--- src/rtl/ptc_pkg.sv ---
// Shared types for the counter channel: control-word layout and enums.
// Assumes the control word lives in the low CTRL_W bits of the write bus.
package ptc_pkg;
    typedef enum logic {
        MODE_TERM = 1'b0,
        MODE_RATE = 1'b1
    } cnt_mode_e;

    typedef enum logic [1:0] {
        ACC_NONE = 2'd0,
        ACC_LO   = 2'd1,
        ACC_HI   = 2'd2,
        ACC_BOTH = 2'd3
    } acc_e;

    typedef struct packed {
        logic      bcd;
        cnt_mode_e mode;
        acc_e      acc;
    } ctrl_t;

    localparam int CTRL_W = $bits(ctrl_t);
endpackage

--- src/rtl/ptc_count_reg.sv ---
// Two-byte holding register for the initial count plus the null-count flag.
// Accepts only the bytes named by the access pattern and signals completion
// of a count. Assumes cw_wr is never asserted together with a byte strobe.
module ptc_count_reg
    import ptc_pkg::*;
#(
    parameter  int CNT_W  = 16,
    localparam int BYTE_W = CNT_W / 2
) (
    input  logic              clk,
    input  logic              rst_n,
    input  logic              cw_wr,
    input  acc_e              acc_q,
    input  logic              wr_lo,
    input  logic              wr_hi,
    input  logic [BYTE_W-1:0] wr_data,
    input  logic              xfer,
    output logic [CNT_W-1:0]  cr_q,
    output logic              cnt_done,
    output logic              nc_q
);
    logic lo_seen_q;
    logic lo_en, hi_en;

    // Byte enables filtered by the programmed access pattern, and count completion.
    always_comb begin
        lo_en    = wr_lo && (acc_q == ACC_LO || acc_q == ACC_BOTH);
        hi_en    = wr_hi && (acc_q == ACC_HI || acc_q == ACC_BOTH);
        cnt_done = !cw_wr && ((lo_en && acc_q == ACC_LO) ||
                              (hi_en && acc_q == ACC_HI) ||
                              (hi_en && acc_q == ACC_BOTH && lo_seen_q));
    end

    // Holding bytes, low-byte-seen marker and null-count flag.
    always_ff @(posedge clk) begin
        if (!rst_n) begin
            cr_q      <= '0;
            lo_seen_q <= 1'b0;
            nc_q      <= 1'b0;
        end else if (cw_wr) begin
            cr_q      <= '0;
            lo_seen_q <= 1'b0;
            nc_q      <= 1'b1;
        end else begin
            if (lo_en) begin
                cr_q[BYTE_W-1:0] <= wr_data;
                lo_seen_q        <= (acc_q == ACC_BOTH);
            end
            if (hi_en) cr_q[CNT_W-1:BYTE_W] <= wr_data;
            if (cnt_done) lo_seen_q <= 1'b0;
            if (cnt_done) nc_q <= 1'b1;
            else if (xfer) nc_q <= 1'b0;
        end
    end

    a_r3_unused_hi_zero: assert property (@(posedge clk) disable iff (!rst_n)
        (acc_q == ACC_LO) |-> (cr_q[CNT_W-1:BYTE_W] == '0));

    a_r4_null_clears: assert property (@(posedge clk) disable iff (!rst_n)
        (xfer && !cnt_done && !cw_wr) |=> !nc_q);
endmodule

--- src/rtl/ptc_down_core.sv ---
// Down-counting element with mode 0 (one-shot) and mode 1 (rate) output logic.
// Counts once per cycle with tick high; binary or BCD decrement chosen by bcd_q.
// Assumes tick never coincides with a control or count-byte strobe.
module ptc_down_core
    import ptc_pkg::*;
#(
    parameter  int CNT_W  = 16,
    localparam int DIGITS = CNT_W / 4
) (
    input  logic             clk,
    input  logic             rst_n,
    input  logic             tick,
    input  logic             gate,
    input  logic             cw_wr,
    input  cnt_mode_e        mode_new,
    input  cnt_mode_e        mode_q,
    input  logic             bcd_q,
    input  logic             cnt_done,
    input  logic [CNT_W-1:0] cr_q,
    output logic [CNT_W-1:0] ce_q,
    output logic             out_q,
    output logic             xfer
);
    logic              armed_q, load_pend_q;
    logic [DIGITS-1:0] borrow;
    logic [CNT_W-1:0]  bcd_dec, dec_val;
    logic              load_go, step_go, reload_go, at_one, at_two;

    assign borrow[0] = 1'b1;

    // Decimal borrow chain, one stage per digit.
    for (genvar g = 0; g < DIGITS; g++) begin : g_digit
        logic [3:0] dig;
        assign dig                = ce_q[4*g +: 4];
        assign bcd_dec[4*g +: 4]  = borrow[g] ? ((dig == 4'd0) ? 4'd9 : dig - 4'd1) : dig;
        if (g < DIGITS - 1) begin : g_borrow
            assign borrow[g+1] = borrow[g] && (dig == 4'd0);
        end
    end

    // Next-count selection and the three tick actions.
    always_comb begin
        dec_val   = bcd_q ? bcd_dec : (ce_q - CNT_W'(1));
        at_one    = (ce_q == CNT_W'(1));
        at_two    = (ce_q == CNT_W'(2));
        load_go   = tick && load_pend_q && (mode_q == MODE_TERM || gate);
        step_go   = tick && armed_q && gate && !load_pend_q;
        reload_go = step_go && (mode_q == MODE_RATE) && at_one;
        xfer      = !cw_wr && (load_go || reload_go);
    end

    // Counting element, output level and load bookkeeping.
    always_ff @(posedge clk) begin
        if (!rst_n) begin
            ce_q        <= '0;
            out_q       <= 1'b1;
            armed_q     <= 1'b0;
            load_pend_q <= 1'b0;
        end else if (cw_wr) begin
            armed_q     <= 1'b0;
            load_pend_q <= 1'b0;
            out_q       <= (mode_new == MODE_RATE);
        end else begin
            if (load_go) begin
                ce_q        <= cr_q;
                armed_q     <= 1'b1;
                load_pend_q <= 1'b0;
                if (mode_q == MODE_RATE) out_q <= 1'b1;
            end else if (step_go) begin
                if (mode_q == MODE_RATE) begin
                    if (at_one) begin
                        ce_q  <= cr_q;
                        out_q <= 1'b1;
                    end else begin
                        ce_q  <= dec_val;
                        out_q <= !at_two;
                    end
                end else begin
                    ce_q <= dec_val;
                    if (at_one) out_q <= 1'b1;
                end
            end
            if (cnt_done) begin
                load_pend_q <= 1'b1;
                if (mode_q == MODE_TERM) out_q <= 1'b0;
            end
            if (mode_q == MODE_RATE && !gate) begin
                out_q <= 1'b1;
                if (armed_q) load_pend_q <= 1'b1;
            end
        end
    end

    a_r5_rise_at_zero: assert property (@(posedge clk) disable iff (!rst_n)
        (mode_q == MODE_TERM && $rose(out_q)) |-> (ce_q == '0));

    a_r5_gate_freezes: assert property (@(posedge clk) disable iff (!rst_n)
        (mode_q == MODE_TERM && armed_q && !load_pend_q && !gate && !cw_wr) |=> $stable(ce_q));

    a_r6_low_only_at_one: assert property (@(posedge clk) disable iff (!rst_n)
        (mode_q == MODE_RATE && !out_q) |-> (ce_q == CNT_W'(1)));

    a_r7_gate_forces_high: assert property (@(posedge clk) disable iff (!rst_n)
        (mode_q == MODE_RATE && !gate && !cw_wr) |=> out_q);
endmodule

--- src/rtl/ptc_readout.sv ---
// Read path: count snapshot that follows the element until frozen, status
// capture, and byte sequencing onto the read bus. Status has read priority.
// Assumes at most one strobe per cycle.
module ptc_readout
    import ptc_pkg::*;
#(
    parameter  int CNT_W  = 16,
    localparam int BYTE_W = CNT_W / 2
) (
    input  logic              clk,
    input  logic              rst_n,
    input  logic              cw_wr,
    input  logic              cnt_latch,
    input  logic              stat_latch,
    input  logic              rd_stb,
    input  acc_e              acc_q,
    input  logic [CNT_W-1:0]  ce_q,
    input  logic [BYTE_W-1:0] status_in,
    output logic [BYTE_W-1:0] rd_data
);
    logic [CNT_W-1:0]  ol_q, view;
    logic [BYTE_W-1:0] st_q;
    logic              frozen_q, st_full_q, hi_next_q, pick_hi, last_byte;

    // Byte selection: status first, else the snapshot or live count.
    always_comb begin
        view      = frozen_q ? ol_q : ce_q;
        pick_hi   = (acc_q == ACC_HI) || (acc_q == ACC_BOTH && hi_next_q);
        last_byte = (acc_q != ACC_BOTH) || hi_next_q;
        rd_data   = st_full_q ? st_q : (pick_hi ? view[BYTE_W +: BYTE_W] : view[0 +: BYTE_W]);
    end

    // Snapshot, status capture and read-sequence state.
    always_ff @(posedge clk) begin
        if (!rst_n) begin
            ol_q      <= '0;
            st_q      <= '0;
            frozen_q  <= 1'b0;
            st_full_q <= 1'b0;
            hi_next_q <= 1'b0;
        end else if (cw_wr) begin
            frozen_q  <= 1'b0;
            st_full_q <= 1'b0;
            hi_next_q <= 1'b0;
        end else begin
            if (rd_stb) begin
                if (st_full_q) st_full_q <= 1'b0;
                else begin
                    if (acc_q == ACC_BOTH) hi_next_q <= !hi_next_q;
                    if (last_byte) frozen_q <= 1'b0;
                end
            end
            if (cnt_latch && !frozen_q) begin
                ol_q     <= ce_q;
                frozen_q <= 1'b1;
            end
            if (stat_latch && !st_full_q) begin
                st_q      <= status_in;
                st_full_q <= 1'b1;
            end
        end
    end

    a_r10_latch_holds: assert property (@(posedge clk) disable iff (!rst_n)
        (frozen_q && !rd_stb && !cw_wr) |=> (frozen_q && $stable(ol_q)));

    a_r12_status_holds: assert property (@(posedge clk) disable iff (!rst_n)
        (st_full_q && !rd_stb && !cw_wr) |=> (st_full_q && $stable(st_q)));
endmodule

--- src/rtl/ptimer_channel.sv ---
// One programmable timer channel: control register, holding register,
// down-counting core and read path. Assumes strobes are single-cycle,
// mutually exclusive and never in the same cycle as tick.
module ptimer_channel
    import ptc_pkg::*;
#(
    parameter  int CNT_W  = 16,
    localparam int BYTE_W = CNT_W / 2
) (
    input  logic              clk,
    input  logic              rst_n,
    input  logic              tick,
    input  logic              gate,
    input  logic [BYTE_W-1:0] wr_data,
    input  logic              wr_lo,
    input  logic              wr_hi,
    input  logic              cw_wr,
    input  logic              cnt_latch,
    input  logic              stat_latch,
    input  logic              rd_stb,
    output logic [BYTE_W-1:0] rd_data,
    output logic              out
);
    ctrl_t             ctrl_q, ctrl_new;
    logic [CNT_W-1:0]  cr_q, ce_q;
    logic              cnt_done, nc_q, xfer, out_q;
    logic [BYTE_W-1:0] status_byte;

    // Decode the incoming control word and assemble the status byte.
    always_comb begin
        ctrl_new    = ctrl_t'(wr_data[CTRL_W-1:0]);
        status_byte = {out_q, nc_q, {(BYTE_W-2-CTRL_W){1'b0}}, ctrl_q};
        out         = out_q;
    end

    // Programmed control word.
    always_ff @(posedge clk) begin
        if (!rst_n)     ctrl_q <= '0;
        else if (cw_wr) ctrl_q <= ctrl_new;
    end

    ptc_count_reg #(.CNT_W(CNT_W)) u_cr (
        .clk(clk), .rst_n(rst_n), .cw_wr(cw_wr), .acc_q(ctrl_q.acc),
        .wr_lo(wr_lo), .wr_hi(wr_hi), .wr_data(wr_data), .xfer(xfer),
        .cr_q(cr_q), .cnt_done(cnt_done), .nc_q(nc_q)
    );

    ptc_down_core #(.CNT_W(CNT_W)) u_core (
        .clk(clk), .rst_n(rst_n), .tick(tick), .gate(gate), .cw_wr(cw_wr),
        .mode_new(ctrl_new.mode), .mode_q(ctrl_q.mode), .bcd_q(ctrl_q.bcd),
        .cnt_done(cnt_done), .cr_q(cr_q), .ce_q(ce_q), .out_q(out_q), .xfer(xfer)
    );

    ptc_readout #(.CNT_W(CNT_W)) u_rd (
        .clk(clk), .rst_n(rst_n), .cw_wr(cw_wr), .cnt_latch(cnt_latch),
        .stat_latch(stat_latch), .rd_stb(rd_stb), .acc_q(ctrl_q.acc),
        .ce_q(ce_q), .status_in(status_byte), .rd_data(rd_data)
    );
endmodule

--- config.mk ---
export PLATFORM = sky130hd
export DESIGN_NAME = ptimer_channel
export DESIGN_NICKNAME = d
export VERILOG_FILES = /design/src/rtl/ptc_pkg.sv /design/src/rtl/ptc_count_reg.sv /design/src/rtl/ptc_down_core.sv /design/src/rtl/ptc_readout.sv /design/src/rtl/ptimer_channel.sv
export SDC_FILE = /design/constraint.sdc
export NUM_CORES = 1
export LEC_CHECK = 0
export ABC_AREA = 1
export BUFFER_PORTS_ARGS = -buffer_cell sky130_fd_sc_hd__buf_2
export CORE_ASPECT_RATIO = 1.75
export CORE_MARGIN = 4
export CORE_UTILIZATION = 30
export DETAILED_ROUTE_END_ITERATION = 6
export GPL_ROUTABILITY_DRIVEN = 0
export PLACE_DENSITY = 0.53
export SLEW_MARGIN = 20
export SYNTH_ARGS = -nofsm -noshare
export SYNTH_HDL_FRONTEND = slang
export SYNTH_SLANG_ARGS = --single-unit
--- constraint.sdc ---
create_clock -name clk -period 1.6 [get_ports clk]
set_clock_uncertainty 0.1 [all_clocks]
set_input_delay 0.16 -clock clk [delete_from_list [all_inputs] [get_ports clk]]
set_output_delay 0.16 -clock clk [all_outputs]
set_load 0.02 [all_outputs]
---- Word level (Yosys, flattened, before mapping) ----
Cells that the tools add are included.
W data, S select, Z words.
word-level totals
  register bits after elaboration ......... 66
  bits in latches ......................... 0
  RAM bits ................................ 0
  ROM bits ................................ 0
  input port bits ......................... 18
  output and inout port bits .............. 9
  word-level logic and storage cells ...... 122
  memories ................................ 0
cells by class
  add/sub/neg operators ................... 5
  $mul .................................... 0
  div/mod/pow operators ................... 0
  order comparisons ....................... 0
  eq/ne operators ......................... 7
  shifts and indexed selects .............. 0
  muxes and demuxes ....................... 38
  bitwise gates (word level) .............. 4
  reduce and logical (&&, ||, !) cells .... 52
operators with widths
  kind                     count
  $mux W16                 6
  $mux W4                  7
  $mux W1                  23
  $logic_and A1 B1 Y1      21
  $eq A16 B1 Y1 const B    1
  $eq A16 B2 Y1 const B    1
  $logic_not A4 Y1         4
  $mux W8                  2
  $sub A16 B1 Y16 const B  1
  $sub A4 B1 Y4 const B    4
  $logic_or A1 B1 Y1       8
  $reduce_bool A2 Y1       4
  $logic_not A1 Y1         7
  $reduce_and A2 Y1        3
  $reduce_and A3 Y1        2
  $eq A2 B2 Y1 const B     2
  $ne A2 B2 Y1 const B     2
  $not A1 Y1               4
  $reduce_bool A3 Y1       1
  $reduce_or A3 Y1         1
  $eq A2 B1 Y1 const B     1
  $reduce_or A2 Y1         1

---- Depth between registers and ports, before layout ----
Gate-level depths: netlist of run 1.
  depth after elaboration ................. 10
  gate-level depth with buffers ........... 11
  depth with buffers taken out ............ 11

---- Hierarchy ----
Synthesis of run 1 repeated with hierarchy kept, for this count alone.
second synthesis, totals
  cell total of the unflattened synthesis .. 655
  area total of the unflattened synthesis .. 4286.6 um^2
by module, submodules not included
  module          times used  cells each  area an instance (um^2)  sequential area each (um^2)
  ptc_down_core   1           282         1739.2                   380.4
  ptc_readout     1           259         1609.0                   540.5
  ptc_count_reg   1           88          768.2                    360.3
  ptimer_channel  1           26          170.2                    80.1

---- Worst setup path before layout of run 1 ----
Ideal clock, no wire load.
  path type ............................... register -> register
  start ................................... register u_core.ce_q[0]
  end ..................................... register u_core.ce_q[7]
  setup time .............................. 132 ps
  data arrival time ....................... 1348 ps
  data required time ...................... 1368 ps
  slack ................................... 20 ps
  stages on the path, launching flop included .. 11
  path buffers ............................ 0
  period minus slack after synthesis ...... 1580 ps
  cells stage by stage .................... dfxtp_1 -> inv_1 -> ha_1 -> nand2_1 -> inv_1 -> nand2_1 -> o21ai_0 -> nand3b_1 -> nand2_1 -> nand3_1 -> a21oi_1
on the way
  longest elaborated chain between the ends .. 7
  elaborated cells on any way between the ends .. 9
  those cells by class .................... add/sub (1); eq/ne (1); mux (6); reduce/logical (1)
ends and longest elaborated chain
  item                                                                     RTL line             text
  start: declaration                                                       ptc_down_core.sv:20  output logic [CNT_W-1:0] ce_q,
  start signal: assignment                                                 ptc_down_core.sv:65  ce_q <= cr_q;
  start signal: assignment                                                 ptc_down_core.sv:72  ce_q <= cr_q;
  start signal: assignment                                                 ptc_down_core.sv:75  ce_q <= dec_val;
  parallel branches: the longest is 4 deep, another holds $sub A16 B1 Y16  -
  $mux W16 *                                                               ptc_down_core.sv:70  if (mode_q == MODE_RATE) begin
  $mux W16 *                                                               ptc_down_core.sv:69  end else if (step_go) begin
  $mux W16 *                                                               ptc_down_core.sv:64  if (load_go) begin
Every way passes the cells marked *. The select of a mux whose other input is x is not followed.
A chain may end at the register's enable or synchronous reset.

---- Worst setup path after layout of run 1 ----
  start ................................... register u_rd.hi_next_q
  end ..................................... output rd_data[2]
on the way
  longest elaborated chain between the ends .. 4
ends and longest elaborated chain
  item                      RTL line              text
  start: declaration        ptc_readout.sv:23     logic frozen_q, st_full_q, hi_next_q, pick_hi, last_byte;
  start signal: assignment  ptc_readout.sv:49     if (acc_q == ACC_BOTH) hi_next_q <= !hi_next_q;
  $logic_and A1 B1 Y1       ptc_readout.sv:28     pick_hi = (acc_q == ACC_HI) || (acc_q == ACC_BOTH && hi_next_q);
  $logic_or A1 B1 Y1        ptc_readout.sv:28
  $mux W8 (2 in a row)      ptc_readout.sv:30     rd_data = st_full_q ? st_q : (pick_hi ? view[BYTE_W +: BYTE_W] : view[0 +: BYTE_W]);
  end: declaration          ptimer_channel.sv:21  output logic [BYTE_W-1:0] rd_data,
Every way passes these cells.

==> reports/metrics.yaml, run 1 <==
clocking:
  worst_skew_pair.late_latency_ns: 0.33
  clockBufferDepth: 2
  cts.sink_count: 66
  root_buffer: "clkbuf_16"
  clkTransAtPathRegs_ns: 0.05
  tritoncts: "built"
  htreeDepth: 3
  cts_made_buffers: 9
power_and_ir_drop:
  powerDensity_nw_per_um2: 828
  ir_drop_v: 0.000518
  clkPwrFrac_pct: 39.5
  p_switching_mw: 1.24
  p_int_mw: 3.17
  p_total_mw: 4.41
  p_comb_share_pct: 20.7
  sw_frac_of_total_pct: 28.0
  pwr-share-seq_pct: 39.7
  cellLeakagePower_nw: 2.23
setup_path:
  worstPathArrival_ns: 1.58
  critPathCaptureType: "primary output"
  setup.worst_path.start_class: "flop"
  criticalPathCategory: "flop to primary output"
  cp_max_fo: 6
  critical_path_required_ns: 1.34
global_routing:
  first_global_vias: 3834
  track_usage_pct: 17.0
  antenna_found_initial: 0
  grt_pass1_wl_mm: 18.5
  overflow: 0
  grt_max_degree: 33
job:
  drv_cap: 0
sta:
  slew_headroom_pct: 73.9
  worst_pin_slew_ns: 0.388
  setup_viol: 21
  drv_slew: 0
  period_needed_ns: 1.84
  tns_ns: -2.33
  max_freq_ghz: 0.545
  hold_violations: 0
  rsz0062_at_grt: "yes"
  fin_ws_ns: -0.235
  worst_hold_slack_ns: 0.0115
  fin_crit_sh_pct: 115
cells_and_area:
  drive_gt1_share_pct: 35.7
  fillerInstances: 1154
  n_antenna_cell: 0
  final_cells: 765
  finalNetCount: 648
  utilization_pct: 46.0
  area_growth_pct: 49.7
  post-route-cell-area_um2: 5330
floorplan:
  fp-row-count: 52
  initial_utilization_pct: 30.7
  die-width_um: 90.3
  die-area_um2: 13700
  ios: 27
  core_um2: 11600
  dieHeight_um: 152
synthesis:
  ys_top_cells_by_area: "dfxtp_1, o21ai_0, nand2_1"
  syn_nets: 558
  ys_seq_elements: 66
  seq_area_frac_synth_pct: 37.1
  avgSynthCellArea_um2: 6.63
  synth_top_area_share_pct: 37.1
  syn_inst: 537
  netlist-cell-type-count: 32
  yosysWarnings: 0
  yosysTopAreaCell: "dfxtp_1"
  netlist_area_um2: 3560
routing:
  vias_per_cell: 5.01
  vias: 3835
  drt-pass1-iter-count: 4
  ant_nets: 0
  wl_mm: 11.7
  routedWlPerCell_um: 15.3
  drtIter0Drc: 179
  drc: 0
placed_design:
  port_buffers: 26
  place_inst: 731
  placed_cell_area_um2: 4210
  dpl.hpwl_mm: 8.35
  pre_cts_ws_ns: -0.131
run_status:
  violations: "setup timing"
  status: "finished with violations"
hold_path:
  hp-class: "input port to flop"
==> cells in the final DEF, fill, tap and decap left out, types with 2 or more instances in the layout <==
cell type,Yosys,routed
nand3b_1,2,2
nor2_2,2,5
nand2_1,101,78
a211oi_1,3,2
nand2_8,0,2
clkbuf_16,0,10
buf_6,2,10
a31oi_1,3,2
nand3_2,2,12
nor2_1,46,38
buf_2,5,18
nor3_1,3,3
ha_4,0,2
o21ai_1,2,20
nand3_1,25,13
nor2_4,8,13
clkbuf_1,15,4
a21oi_2,0,17
o21ai_2,0,7
nand2_2,4,13
dlygate4sd3_1,0,3
o21ai_0,79,50
inv_12,0,2
buf_12,0,4
inv_1,69,64
dfxtp_1,66,57
buf_4,2,62
a21oi_1,73,52
inv_2,2,3
a21oi_4,0,4
inv_8,0,2
buf_16,0,4
nand3_4,0,2
o21ai_4,0,4
dfxtp_2,0,9
o211ai_1,4,4
o22ai_1,7,7
nand2_4,2,14
==> state kept, by name, indices dropped and copies added (netlist names), 4 cells and up <==
name and cells:
ctrl_q 4, u_core.ce_q 16, u_cr.cr_q 16, u_rd.ol_q 16, u_rd.st_q 6
==> Yosys cell counts (all sizes together) <==
cell type / count
a211oi: 3
inv: 71
a31oi: 3
clkbuf: 15
o22ai: 7
o21a: 1
nand3b: 2
dfxtp: 66
nand3: 27
or2: 1
nand4: 1
o2111a: 1
o211ai: 4
a21boi: 1
nand2: 107
o21ai: 81
ha: 3
buf: 10
nor3: 3
nor2: 56
xor2: 1
a21oi: 73
==> power groups by stage <==
stage / logic [mW] / registers, mW / clock network [mW]
after global placement: 0.660 / 1.78 / 0
after detailed placement: 0.667 / 1.78 / 0
after CTS: 0.815 / 1.75 / 1.78
after floorplan: 0.410 / 1.78 / 0
final: 0.914 / 1.75 / 1.74
after global routing: 0.999 / 1.76 / 1.85
==> worst max-delay path: stages, from the launching register on <==
cell,delay [ns]
dfxtp_2,0.33
inv_2,0.05
nand2_4,0.08
nand2_8,0.10
buf_12,0.16
o21ai_2,0.11
o21ai_1,0.07
o22ai_1,0.16
buf_4,0.17
==> logic make-up (layout without fill, tap and decap cells) <==
kind of cell    count (synthesis)  count (layout)  synth area share, %
compound gates                174             174                 25.6
xor+xnor                        1               1                0.246
simple gates                  197             197                 25.0
fa+ha+maj                       3               3                 1.05
flops                          66              66                 37.1
buf+inv                        96             189                 10.9
==> metal layers <==
layer	up-vias	share of wire (%)	GRT usage, %
met5	-	0	0
met4	0	4.1	10.1
met3	28	2.8	2.47
met2	78	55	32.3
met1	1789	38	17.1
li1	1940	-	-
==> cell type report <==
type                    instances  area (µm²)  share of cell area [%]
clock buffers                  14         254                    4.77
repair inverters                2        27.5                   0.517
multi-input cells             375        2340                    43.9
repair buffers                102         913                    17.1
flip-flops and latches         66        1330                    25.0
inverters                      71         293                    5.50
well taps                     135         169                    3.17
==> final timing paths <==
path | from | end | slack (ns) | cells after the start
min reg2reg | u_rd.ol_q[13]$_SDFFE_PN0P_ | u_rd.ol_q[13]$_SDFFE_PN0P_ | 0.35 | 2
min | wr_data[2] | ctrl_q[2]$_SDFFE_PN0P_ | 0.01 | 3
max reg2reg | u_core.ce_q[1]$_SDFFE_PN0P_ | u_core.ce_q[9]$_SDFFE_PN0P_ | -0.10 | 12
max | u_rd.hi_next_q$_SDFFE_PP0P_ | rd_data[2] | -0.24 | 8
==> what timing repair did <==
action                     4_1_cts  5_1_grt
gates resized for setup        105       85
hold buffers                     3        0
buffers inserted                 8        5
pin swaps                       23       41
hold endpoints to repair         3        0
setup endpoints to repair       24       31
gates cloned                     6        1
Power figures use the tool's default switching activity.
==> run 2: changes to the inputs <==
- SETUP_SLACK_MARGIN: default -> 0.05
==> reports/metrics.yaml, run 2 (synthesis results as in run 1) <==
setup_path:
  critical_path_required_ns: 1.34  # about the same
  slowest_stage: "dfxtp_2"
  crit_path_max_incr_delay_ns: 0.33  # about the same
  critPathCaptureType: "primary output"
  cp_max_fo: 5  # -1
  criticalPathCategory: "flop to primary output"
  setup.worst_path.start_class: "flop"
  crit_chain: "inv_2 -> nand2_4 -> nand2_8 -> inv_6 -> buf_6 -> nor2_1 -> o21ai_0 -> o22ai_1 -> buf_4"
  worstPathArrival_ns: 1.60  # +0.02 ns
power_and_ir_drop:
  p_switching_mw: 1.23  # -0.29%
  ir_drop_v: 0.000650  # +25%
  sw_frac_of_total_pct: 27.7  # -0.32 points
  p_int_mw: 3.21  # +1.3%
  cellLeakagePower_nw: 2.31  # +3.6%
  powerDensity_nw_per_um2: 812  # -1.9%
  p_comb_share_pct: 20.9  # +0.2 points
  clkPwrFrac_pct: 39.7  # +0.2 points
  pwr-share-seq_pct: 39.4  # -0.3 points
floorplan:
  die-width_um: 90.3  # unchanged
  die-area_um2: 13700  # unchanged
  fp-row-count: 52  # unchanged
  ios: 27  # unchanged
  initial_utilization_pct: 30.7  # unchanged
  dieHeight_um: 152  # unchanged
  core_um2: 11600  # unchanged
sta:
  period_needed_ns: 1.86  # +0.0214 ns
  drv_slew: 0  # unchanged
  fin_crit_sh_pct: 116  # +1.3 points
  rsz0062_at_grt: "yes"
  max_freq_ghz: 0.539  # -1.2%
  hold_violations: 0  # unchanged
  slew_headroom_pct: 74.6  # +0.69 points
  setup_viol: 21  # unchanged
  fin_ws_ns: -0.257  # -0.0214 ns
  worst_pin_slew_ns: 0.380  # -0.00794 ns
placed_design:
  dpl.hpwl_mm: 8.49  # +1.7%
  port_buffers: 26  # unchanged
  placed_cell_area_um2: 4210  # unchanged
  place_inst: 729  # -0.27%
global_routing:
  first_global_vias: 3924  # +2.3%
  grt_max_degree: 33  # unchanged
  overflow: 0  # unchanged
  track_usage_pct: 17.5  # +0.51 points
  grt_pass1_wl_mm: 19.3  # +4.3%
  antenna_found_initial: 0  # unchanged
cells_and_area:
  utilization_pct: 47.3  # +1.3 points
  fillerInstances: 1144  # -0.87%
  n_antenna_cell: 0  # unchanged
  post-route-cell-area_um2: 5480  # +2.8%
  layout_commonest_cell: "nand2_1"
  finalNetCount: 655  # +1.1%
  final_cells: 771  # +0.78%
  reg_top3: "u_core.ce_q: 16 flops, u_cr.cr_q: 16 flops, u_rd.ol_q: 16 flops"
  final_cell_mix: "nand2_1, inv_1, buf_4"
  area_growth_pct: 53.9
  drive_gt1_share_pct: 37.9  # +2.2 points
routing:
  drtIter0Drc: 319  # +78%
  wl_mm: 12.2  # +4.3%
  vias_per_cell: 5.19  # +3.5%
  drt-pass1-iter-count: 5  # +1
  drc: 0  # unchanged
  ant_nets: 0  # unchanged
  vias: 4000  # +4.3%
  routedWlPerCell_um: 15.9  # +3.5%
clocking:
  root_buffer: "clkbuf_16"
  tritoncts: "built"
  clockBufferDepth: 2  # unchanged
  cts_made_buffers: 9  # unchanged
  htreeDepth: 3  # unchanged
  clkTransAtPathRegs_ns: 0.05  # about the same
  worst_skew_pair.late_latency_ns: 0.33  # about the same
  cts.sink_count: 66  # unchanged
hold_path:
  hp-class: "input port to flop"
run_status:
  violations: "setup timing"
  status: "finished with violations"
job:
  drv_cap: 0  # unchanged
==> run 2: changes by cell type in the layout (fill, tap and decap cells not counted), moves of 4 or more <==
cell and delta:
buf_12 +4, nand3_2 -4, nor2_1 -5, o21ai_0 +4
o21ai_1 -8, o21ai_2 +8, o21ai_4 -4
==> run 2: through the flow <==
step / hold slack (ns) / worst slack, ns / setup TNS [ns] / total power, mW
2_1_floorplan: 0.179 / 0.0509 / 0 / 2.19
3_3_place_gp: 0.332 / -0.149 / -0.446 / 2.43
3_5_place_dp: 0.335 / -0.184 / -0.962 / 2.44
4_1_cts: 0.00367 / -0.243 / -1.98 / 4.39
5_1_grt: 0.0184 / -0.312 / -4.01 / 4.65
6_report: 0.00879 / -0.257 / -2.36 / 4.45
==> run 2: routing by layer <==
metal | part of all wire [%] | GRT usage, % | vias up | wire (µm)
met5 | 0 | 0 | - | 0
met4 | 4.6 | 10.2 | 0 | 568
met3 | 3.2 | 2.77 | 30 | 389
met2 | 55 | 32.5 | 104 | 6770
met1 | 37 | 18.3 | 1904 | 4520
li1 | - | - | 1962 | -
==> run 2: area by class of cell <==
class / count / area, µm² / share of cell area [%]
sequential: 66 / 1340 / 24.5
timing repair buffer: 111 / 1060 / 19.4
multi-input combinational: 375 / 2350 / 42.9
inverter: 71 / 297 / 5.41
tap: 135 / 169 / 3.08
clock buffer: 13 / 260 / 4.75
==> run 2: worst paths after layout <==
| kind | start | end | slack [ns] | cells past startpoint |
|---|---|---|---|---|
| setup / recovery | u_rd.hi_next_q$_SDFFE_PP0P_ | rd_data[3] | -0.26 | 9 |
| hold / removal | wr_data[2] | u_core.out_q$_SDFF_PN1_ | 0.009 | 3 |
| setup reg to reg | u_core.ce_q[1]$_SDFFE_PN0P_ | u_core.ce_q[13]$_SDFFE_PN0P_ | -0.11 | 12 |
| hold reg to reg | u_rd.ol_q[12]$_SDFFE_PN0P_ | u_rd.ol_q[12]$_SDFFE_PN0P_ | 0.35 | 2 |
==> run 2: power by group through the flow <==
stage          registers, mW  clock network [mW]  logic (mW)
2_1_floorplan           1.78                   0       0.411
3_3_place_gp            1.77                   0       0.658
3_5_place_dp            1.78                   0       0.666
4_1_cts                 1.75                1.80       0.836
5_1_grt                 1.75                1.88        1.02
6_report                1.75                1.77       0.930
==> run 2: critical path: cells and delay by family, from the launching register on <==
kind	cells	cell delay, ns
buffers and inverters	4	0.44
and+or+nand+nor	3	0.21
DFF	1	0.33
AOI/OAI and AO/OA	2	0.27
==> run 2: timing repair <==
item | CTS | global route
hold endpoints to repair | 6 | 0
endpoints found under the setup margin | 24 | 35
buffers inserted | 11 | 7
pin swaps | 28 | 40
hold buffers | 6 | 0
gates resized for setup | 122 | 76
gates cloned | 6 | 1
